[src/rtl/lwa_pkg.sv]
package lwa_pkg;

    localparam int CHAR_W = 8;
    localparam int SIDE_W = 2;
    localparam int CODE_W = CHAR_W + SIDE_W;
    localparam int SLOTS  = 2;
    localparam int PIN_DW = CHAR_W * SLOTS;
    localparam int PIN_SW = SIDE_W * SLOTS;
    localparam int WORD_W = CODE_W * SLOTS;
    localparam int HOLD_W = $clog2(SLOTS + 1);

    typedef logic [CODE_W-1:0] code_t;

    // slot 0 is the earlier character and sits in the low bits
    typedef struct packed {
        code_t s1;
        code_t s0;
    } lword_t;

    typedef struct packed {
        logic [PIN_DW-1:0] data;
        logic [PIN_SW-1:0] side;
    } pins_t;

    typedef enum logic [1:0] {
        M_ILLEGAL   = 2'd0,
        M_WIDE_SDR  = 2'd1,
        M_WIDE_DDR  = 2'd2,
        M_SHORT_DDR = 2'd3
    } xfer_e;

    // character mode keeps only the control flag of the side pair
    function automatic code_t slot_mask(code_t c, logic bypass);
        code_t r;
        r = c;
        if (!bypass) r[CODE_W-1:CHAR_W+1] = '0;
        return r;
    endfunction

    function automatic lword_t unpack_wide(pins_t p, logic bypass);
        lword_t w;
        w.s0 = slot_mask({p.side[SIDE_W-1:0], p.data[CHAR_W-1:0]}, bypass);
        w.s1 = slot_mask({p.side[PIN_SW-1:SIDE_W], p.data[PIN_DW-1:CHAR_W]}, bypass);
        return w;
    endfunction

    function automatic pins_t pack_short(code_t c, logic bypass);
        pins_t p;
        code_t m;
        m = slot_mask(c, bypass);
        p = '0;
        p.data[CHAR_W-1:0] = m[CHAR_W-1:0];
        p.side[SIDE_W-1:0] = m[CODE_W-1:CHAR_W];
        return p;
    endfunction

    function automatic pins_t pack_wide(lword_t w, logic bypass);
        pins_t p;
        code_t m0;
        code_t m1;
        m0 = slot_mask(w.s0, bypass);
        m1 = slot_mask(w.s1, bypass);
        p.data = {m1[CHAR_W-1:0], m0[CHAR_W-1:0]};
        p.side = {m1[CODE_W-1:CHAR_W], m0[CODE_W-1:CHAR_W]};
        return p;
    endfunction

endpackage

[src/rtl/lwa_cfg_check.sv]
module lwa_cfg_check
    import lwa_pkg::*;
(
    input  logic  cfg_wide,
    input  logic  cfg_ddr,
    output xfer_e mode,
    output logic  cfg_err
);

    always_comb begin
        unique case ({cfg_wide, cfg_ddr})
            2'b11:   mode = M_WIDE_DDR;
            2'b10:   mode = M_WIDE_SDR;
            2'b01:   mode = M_SHORT_DDR;
            default: mode = M_ILLEGAL;
        endcase
    end

    assign cfg_err = (mode == M_ILLEGAL);

endmodule

[src/rtl/lwa_ingress.sv]
module lwa_ingress
    import lwa_pkg::*;
#(
    parameter int PIPE_DEPTH = 1
) (
    input  logic   clk,
    input  logic   rst,
    input  xfer_e  mode,
    input  logic   bypass,
    input  logic   phase,
    input  pins_t  pin_i,
    input  logic   pin_vld,
    output lword_t word_o,
    output logic   valid_o
);

    localparam int LAST = PIPE_DEPTH;

    code_t  lo_c;
    lword_t wide_c;
    lword_t asm_w;
    logic   asm_v;
    code_t  half_q;
    logic   half_ok_q;
    logic   legal;

    lword_t pw [LAST+1];
    logic   pv [LAST+1];

    assign legal = (mode != M_ILLEGAL);

    always_comb begin
        lo_c   = slot_mask({pin_i.side[SIDE_W-1:0], pin_i.data[CHAR_W-1:0]}, bypass);
        wide_c = unpack_wide(pin_i, bypass);
        asm_w  = wide_c;
        asm_v  = 1'b0;
        unique case (mode)
            M_WIDE_SDR:  asm_v = pin_vld && !phase;
            M_WIDE_DDR:  asm_v = pin_vld;
            M_SHORT_DDR: begin
                asm_v = pin_vld && phase && half_ok_q;
                asm_w = '{s1: lo_c, s0: half_q};
            end
            default:     asm_v = 1'b0;
        endcase
    end

    // first half of a one-character pair, valid only into the next phase
    always_ff @(posedge clk) begin
        if (rst) begin
            half_q    <= '0;
            half_ok_q <= 1'b0;
        end else begin
            half_ok_q <= (mode == M_SHORT_DDR) && pin_vld && !phase;
            if (pin_vld && !phase) half_q <= lo_c;
        end
    end

    always_ff @(posedge clk) begin
        if (rst) pv[0] <= 1'b0;
        else     pv[0] <= asm_v && legal;
        pw[0] <= asm_w;
    end

    for (genvar g = 1; g <= LAST; g++) begin : g_pipe
        always_ff @(posedge clk) begin
            if (rst) pv[g] <= 1'b0;
            else     pv[g] <= pv[g-1] && legal;
            pw[g] <= pw[g-1];
        end
    end

    assign word_o  = pw[LAST];
    assign valid_o = pv[LAST] && legal;

    AST_WIDE_SDR_FIRST_PHASE: assert property (@(posedge clk) disable iff (rst)
        (pv[0] && $past(mode) == M_WIDE_SDR) |-> !$past(phase));

    AST_SHORT_PAIR_COMPLETE: assert property (@(posedge clk) disable iff (rst)
        (pv[0] && $past(mode) == M_SHORT_DDR) |-> ($past(phase) && $past(half_ok_q)));

endmodule

[src/rtl/lwa_egress.sv]
module lwa_egress
    import lwa_pkg::*;
(
    input  logic   clk,
    input  logic   rst,
    input  xfer_e  mode,
    input  logic   bypass,
    input  logic   phase,
    input  lword_t word_i,
    input  logic   valid_i,
    output logic   ready_o,
    output pins_t  pin_o,
    output logic   pin_vld_o
);

    lword_t            cur_q;
    logic [HOLD_W-1:0] cnt_q;
    logic              sel_q;
    logic              take;

    assign ready_o = (mode == M_WIDE_DDR) ||
                     (((mode == M_WIDE_SDR) || (mode == M_SHORT_DDR)) && phase);
    assign take    = ready_o && valid_i;

    always_ff @(posedge clk) begin
        if (rst) begin
            cur_q <= '0;
            cnt_q <= '0;
            sel_q <= 1'b0;
        end else if (mode == M_ILLEGAL) begin
            cnt_q <= '0;
            sel_q <= 1'b0;
        end else if (take) begin
            cur_q <= word_i;
            cnt_q <= (mode == M_WIDE_DDR) ? HOLD_W'(1) : HOLD_W'(SLOTS);
            sel_q <= 1'b0;
        end else if (cnt_q != '0) begin
            cnt_q <= cnt_q - HOLD_W'(1);
            sel_q <= 1'b1;
        end
    end

    always_comb begin
        pin_vld_o = (cnt_q != '0) && (mode != M_ILLEGAL);
        pin_o     = '0;
        if (pin_vld_o) begin
            if (mode == M_SHORT_DDR) pin_o = pack_short(sel_q ? cur_q.s1 : cur_q.s0, bypass);
            else                     pin_o = pack_wide(cur_q, bypass);
        end
    end

    AST_SHORT_SECOND_SLOT: assert property (@(posedge clk) disable iff (rst)
        (pin_vld_o && !sel_q && mode == M_SHORT_DDR)
        |=> ((pin_vld_o && sel_q) || mode != M_SHORT_DDR));

    AST_IDLE_PINS_ZERO: assert property (@(posedge clk) disable iff (rst)
        !pin_vld_o |-> (pin_o == '0));

endmodule

[src/rtl/lane_word_adapter.sv]
module lane_word_adapter
    import lwa_pkg::*;
#(
    parameter int PIPE_DEPTH = 1
) (
    input  logic              clk,
    input  logic              rst,
    input  logic              cfg_bypass,
    input  logic              cfg_wide,
    input  logic              cfg_ddr,
    input  logic              phase,
    input  logic [PIN_DW-1:0] pin_in_data,
    input  logic [PIN_SW-1:0] pin_in_sb,
    input  logic              pin_in_vld,
    output logic [WORD_W-1:0] ig_word,
    output logic              ig_valid,
    input  logic [WORD_W-1:0] eg_word,
    input  logic              eg_valid,
    output logic              eg_ready,
    output logic [PIN_DW-1:0] pin_out_data,
    output logic [PIN_SW-1:0] pin_out_sb,
    output logic              pin_out_vld,
    output logic              cfg_err
);

    xfer_e  mode;
    pins_t  pin_in;
    pins_t  pin_out;
    lword_t ig_w;

    assign pin_in = '{data: pin_in_data, side: pin_in_sb};

    lwa_cfg_check u_cfg (
        .cfg_wide (cfg_wide),
        .cfg_ddr  (cfg_ddr),
        .mode     (mode),
        .cfg_err  (cfg_err)
    );

    lwa_ingress #(.PIPE_DEPTH(PIPE_DEPTH)) u_ig (
        .clk     (clk),
        .rst     (rst),
        .mode    (mode),
        .bypass  (cfg_bypass),
        .phase   (phase),
        .pin_i   (pin_in),
        .pin_vld (pin_in_vld),
        .word_o  (ig_w),
        .valid_o (ig_valid)
    );

    lwa_egress u_eg (
        .clk       (clk),
        .rst       (rst),
        .mode      (mode),
        .bypass    (cfg_bypass),
        .phase     (phase),
        .word_i    (lword_t'(eg_word)),
        .valid_i   (eg_valid),
        .ready_o   (eg_ready),
        .pin_o     (pin_out),
        .pin_vld_o (pin_out_vld)
    );

    assign ig_word      = ig_w;
    assign pin_out_data = pin_out.data;
    assign pin_out_sb   = pin_out.side;

    AST_ILLEGAL_SILENT: assert property (@(posedge clk) disable iff (rst)
        cfg_err |-> (!ig_valid && !pin_out_vld && !eg_ready));

endmodule

[config.mk]
export PLATFORM = sky130hd
export DESIGN_NAME = lane_word_adapter
export DESIGN_NICKNAME = d
export VERILOG_FILES = /design/src/rtl/lwa_pkg.sv /design/src/rtl/lwa_cfg_check.sv /design/src/rtl/lwa_ingress.sv /design/src/rtl/lwa_egress.sv /design/src/rtl/lane_word_adapter.sv
export SDC_FILE = /design/constraint.sdc
export NUM_CORES = 1
export LEC_CHECK = 0
export ABC_AREA = 1
export BUFFER_PORTS_ARGS = -buffer_cell sky130_fd_sc_hd__buf_4
export CAP_MARGIN = 20
export CORE_MARGIN = 2
export CORE_UTILIZATION = 51
export CTS_CLUSTER_DIAMETER = 30
export DETAILED_ROUTE_END_ITERATION = 7
export HOLD_SLACK_MARGIN = 0.03
export PLACE_DENSITY = 0.75
export SLEW_MARGIN = 20
export SYNTH_ARGS = -nofsm -noshare
export SYNTH_HDL_FRONTEND = slang
export SYNTH_SLANG_ARGS = --single-unit
[constraint.sdc]
create_clock -name clk -period 1.5 [get_ports clk]
set_input_delay 0.15 -clock clk [delete_from_list [all_inputs] [get_ports clk]]
set_output_delay 0.15 -clock clk [all_outputs]
set_load 0.005 [all_outputs]
==> summary.md <==
| Metric | Value |
|---|---|
| Required time of the critical path | `1350 ps` |
| Detail Route Antenna Nets | `0` |
| Critical setup path kind | `reg2out` |
| Remaining DRCs | `0` |
| Ys flop type | `dfxtp_1` |
| Startpoint type of the worst setup path | `register` |
| Post-place setup slack | `-61.4 ps` |
| Die area | `6670 sq um` |
| Minimum clock period | `1730 ps` |
| Peak VDD IR | `859 uV` |
| Worst-path maximum fanout | `6` |
| Vias in the first global route | `2416` |
| H-tree depth | `3` |
| Setup crit end kind | `primary output` |
| Post-synth cell types | `19` |
| Post-synth top cells | `inv_1 (80), dfxtp_1 (76), nand2_1 (75), o21ai_0 (39), nor2_1 (31)` |
| Clk Latency, worst-skew pair | `350 ps` |
| Port Buffers | `91` |
| Core box area | `5890 sq um` |
| Largest cells by area after synthesis | `dfxtp_1 (49%), inv_1 (9.8%), nand2_1 (9.2%), o21ai_0 (6.3%), buf_4 (4.9%)` |
| Max_cap viols | `0` |
| Number of flops mapped to enable cells by yosys | `0` |
| Unrepaired setup endpoints after global routing | `yes` |
| Tcrit/Tclk final | `1.15` |
| Via/cell ratio | `4.74` |
| Routed WL | `7010 um` |
| # diodes | `0` |
| Drt first pass iters | `4` |
| WL/cell | `12.1 um` |
| Worst Tran Pin Value | `276 ps` |
| Clock skew | `9.28 ps` |
| HP Class | `in2reg` |
| Initial antenna violation count | `0` |
| Yosys warns | `0` |
| Clock root buffer | `clkbuf_8` |
| Global-route wire length before repair | `10500 um` |
| Cell count after synthesis | `410` |
| Seq/Total Area, Yosys | `0.495` |
| DP Wirelength | `4720 um` |
| Cell family with most CP delay | `flip-flops` |
| F_max | `0.578 GHz` |
| Failing checks | `negative setup slack` |
| Worst Slack Setup Final | `-229 ps` |
| Slew headroom | `0.816` |
| Max Slew Vio Count | `0` |
| #FFs+latches synth | `76` |
| # IOs | `92` |
| Row cnt | `28` |
| Endpoints failing setup | `20` |
| Ys async rst share | `0` |
| GP Congestion | `0.817` |
| Status | `finished with violations` |
| TritonCTS buffer count | `9` |
| Worst-path cell chain | `inv_2 > ha_4 > nor2_4 > buf_6 > o21ai_2 > a21oi_2 > buf_4` |
| Mapped Area | `3080 sq um` |
| Pin count of the biggest net entering global routing | `24` |
| Gr usage total | `0.210` |
| Slowest cell delay on critical path | `350 ps` |
| Initial Util | `0.523` |
| Syn_area_per_cell | `7.50 sq um` |
| Congestion Overflow GR | `0` |
| Max Root-Sink Buffers | `2` |
| Initial DRC count | `126` |
| DIE HEIGHT | `81.7 um` |
| CTS clk-pin slew, worst paths | `90 ps` |
| Fraction of layout cells with a size suffix above 1 | `0.310` |
| Worst path bufs/invs | `3` |
| Fin nets | `553` |
| P&R area growth vs syn | `36.7%` |
| # clock sinks | `76` |
| Slowest-stage cell, CP | `dfxtp_2` |
| Leakage power | `0.00209 uW` |
| Syn nets | `465` |
| Internal reg-to-reg setup slack | `290 ps` |
| Power Total | `4590 uW` |
| Die Wd | `81.7 um` |
| CTS tree | `yes` |
| Final hold vios | `0` |
| Count leader, synth | `inv_1` |
| Arr. time, crit path | `1580 ps` |
| Pwr dens | `1090 nW/um^2` |
| Yosys top cell area share | `0.495` |
| Yosys top cell by area | `dfxtp_1` |
| Via Count | `2737` |
cell usage in the layout (no fill, tap or decap), types with 2 or more instances in the layout:
cell type and instances:
a21oi_1 16, a21oi_2 5, buf_12 2, buf_4 101, buf_6 4, clkbuf_8 9
dfxtp_1 74, dfxtp_2 2, dlygate4sd3_1 11, ha_1 6, inv_1 79, inv_2 2
inv_6 5, nand2_1 73, nand2_2 2, nand3_1 5, nand4_1 20, nor2_1 30
nor3_2 9, o21ai_0 30, o21ai_2 9
timing repair:
action | CTS | global route
cloned | 1 | 0
gates resized for setup | 36 | 12
hold buffers | 10 | 1
hold endpoints to repair | 11 | 1
pin swaps | 2 | 2
endpoints found under the setup margin | 21 | 22
buffers inserted | 0 | 1
registers in the layout (all words and copies together), names as in the netlist:
| name | flops |
|---|---|
| u_eg.cnt_q | 2 |
| u_eg.cur_q | 20 |
| u_eg.sel_q | 1 |
| u_ig.half_ok_q | 1 |
| u_ig.half_q | 10 |
| u_ig.pv | 2 |
| u_ig.pw | 40 |
worst register-to-register path, delay by kind of cell, from the launching register on:
kind	cells	cell delay [ps]
flops	1	350
simple gates	3	150
fa+ha+maj	1	160
xor+xnor	1	150
buf+inv	3	300
logic make-up (layout without fill, tap and decap cells):
logic type / count (synthesis) / count (layout) / synth area share
DFF: 76 / 76 / 0.495
AOI/OAI and AO/OA: 62 / 62 / 0.103
buffers and inverters: 123 / 216 / 0.177
and+or+nand+nor: 141 / 141 / 0.195
adders and majority gates: 7 / 7 / 0.0285
xor gates and xnor gates: 1 / 1 / 0.00285
path summary, 6_finish.rpt:
kind | cells after the start | to | from
setup / recovery | 7 | pin_out_data[7] | u_eg.cnt_q[0]
hold reg to reg | 0 | u_ig.pw[0][23] | u_ig.pw[0][3]
hold / removal | 3 | u_ig.pw[0][14] | pin_in_data[12]
setup reg to reg | 8 | u_eg.cnt_q[0] | u_eg.cnt_q[0]
through the flow:
step	util	std cells	cell area [sq um]	hold slack, ps	TNS, ps
floorplan	-	410	3080	222	0
global placement	0.637	549	3750	310	0
detailed placement	0.637	549	3750	313	-401
CTS	0.703	576	4140	30.3	-3290
global route	0.714	578	4200	49.7	-4800
finish	0.714	578	4200	35.5	-3640
cell type report:
type | instances | area [sq um]
multi-input cells | 211 | 1140
fillers | 474 | 1680
well taps | 75 | 93.8
flip-flops and latches | 76 | 1520
repair buffers | 118 | 953
clock buffers | 9 | 124
inverters | 82 | 313
clock inverters | 7 | 56.3
layer usage:
metal	track usage	share of wire	vias up
li1	-	-	1417
met1	0.253	0.42	1231
met2	0.350	0.50	73
met3	0.0484	0.054	16
met4	0.112	0.022	0
met5	0	0	-
power by group:
group,total (uW),leakage (uW),internal [uW],switching (uW)
registers,2240,0.000633,2180,59.6
clock network,1430,0.0000914,626,806
logic,921,0.00137,445,476
total,4590,0.00209,3250,1340
(Power assumes the default switching activity.)
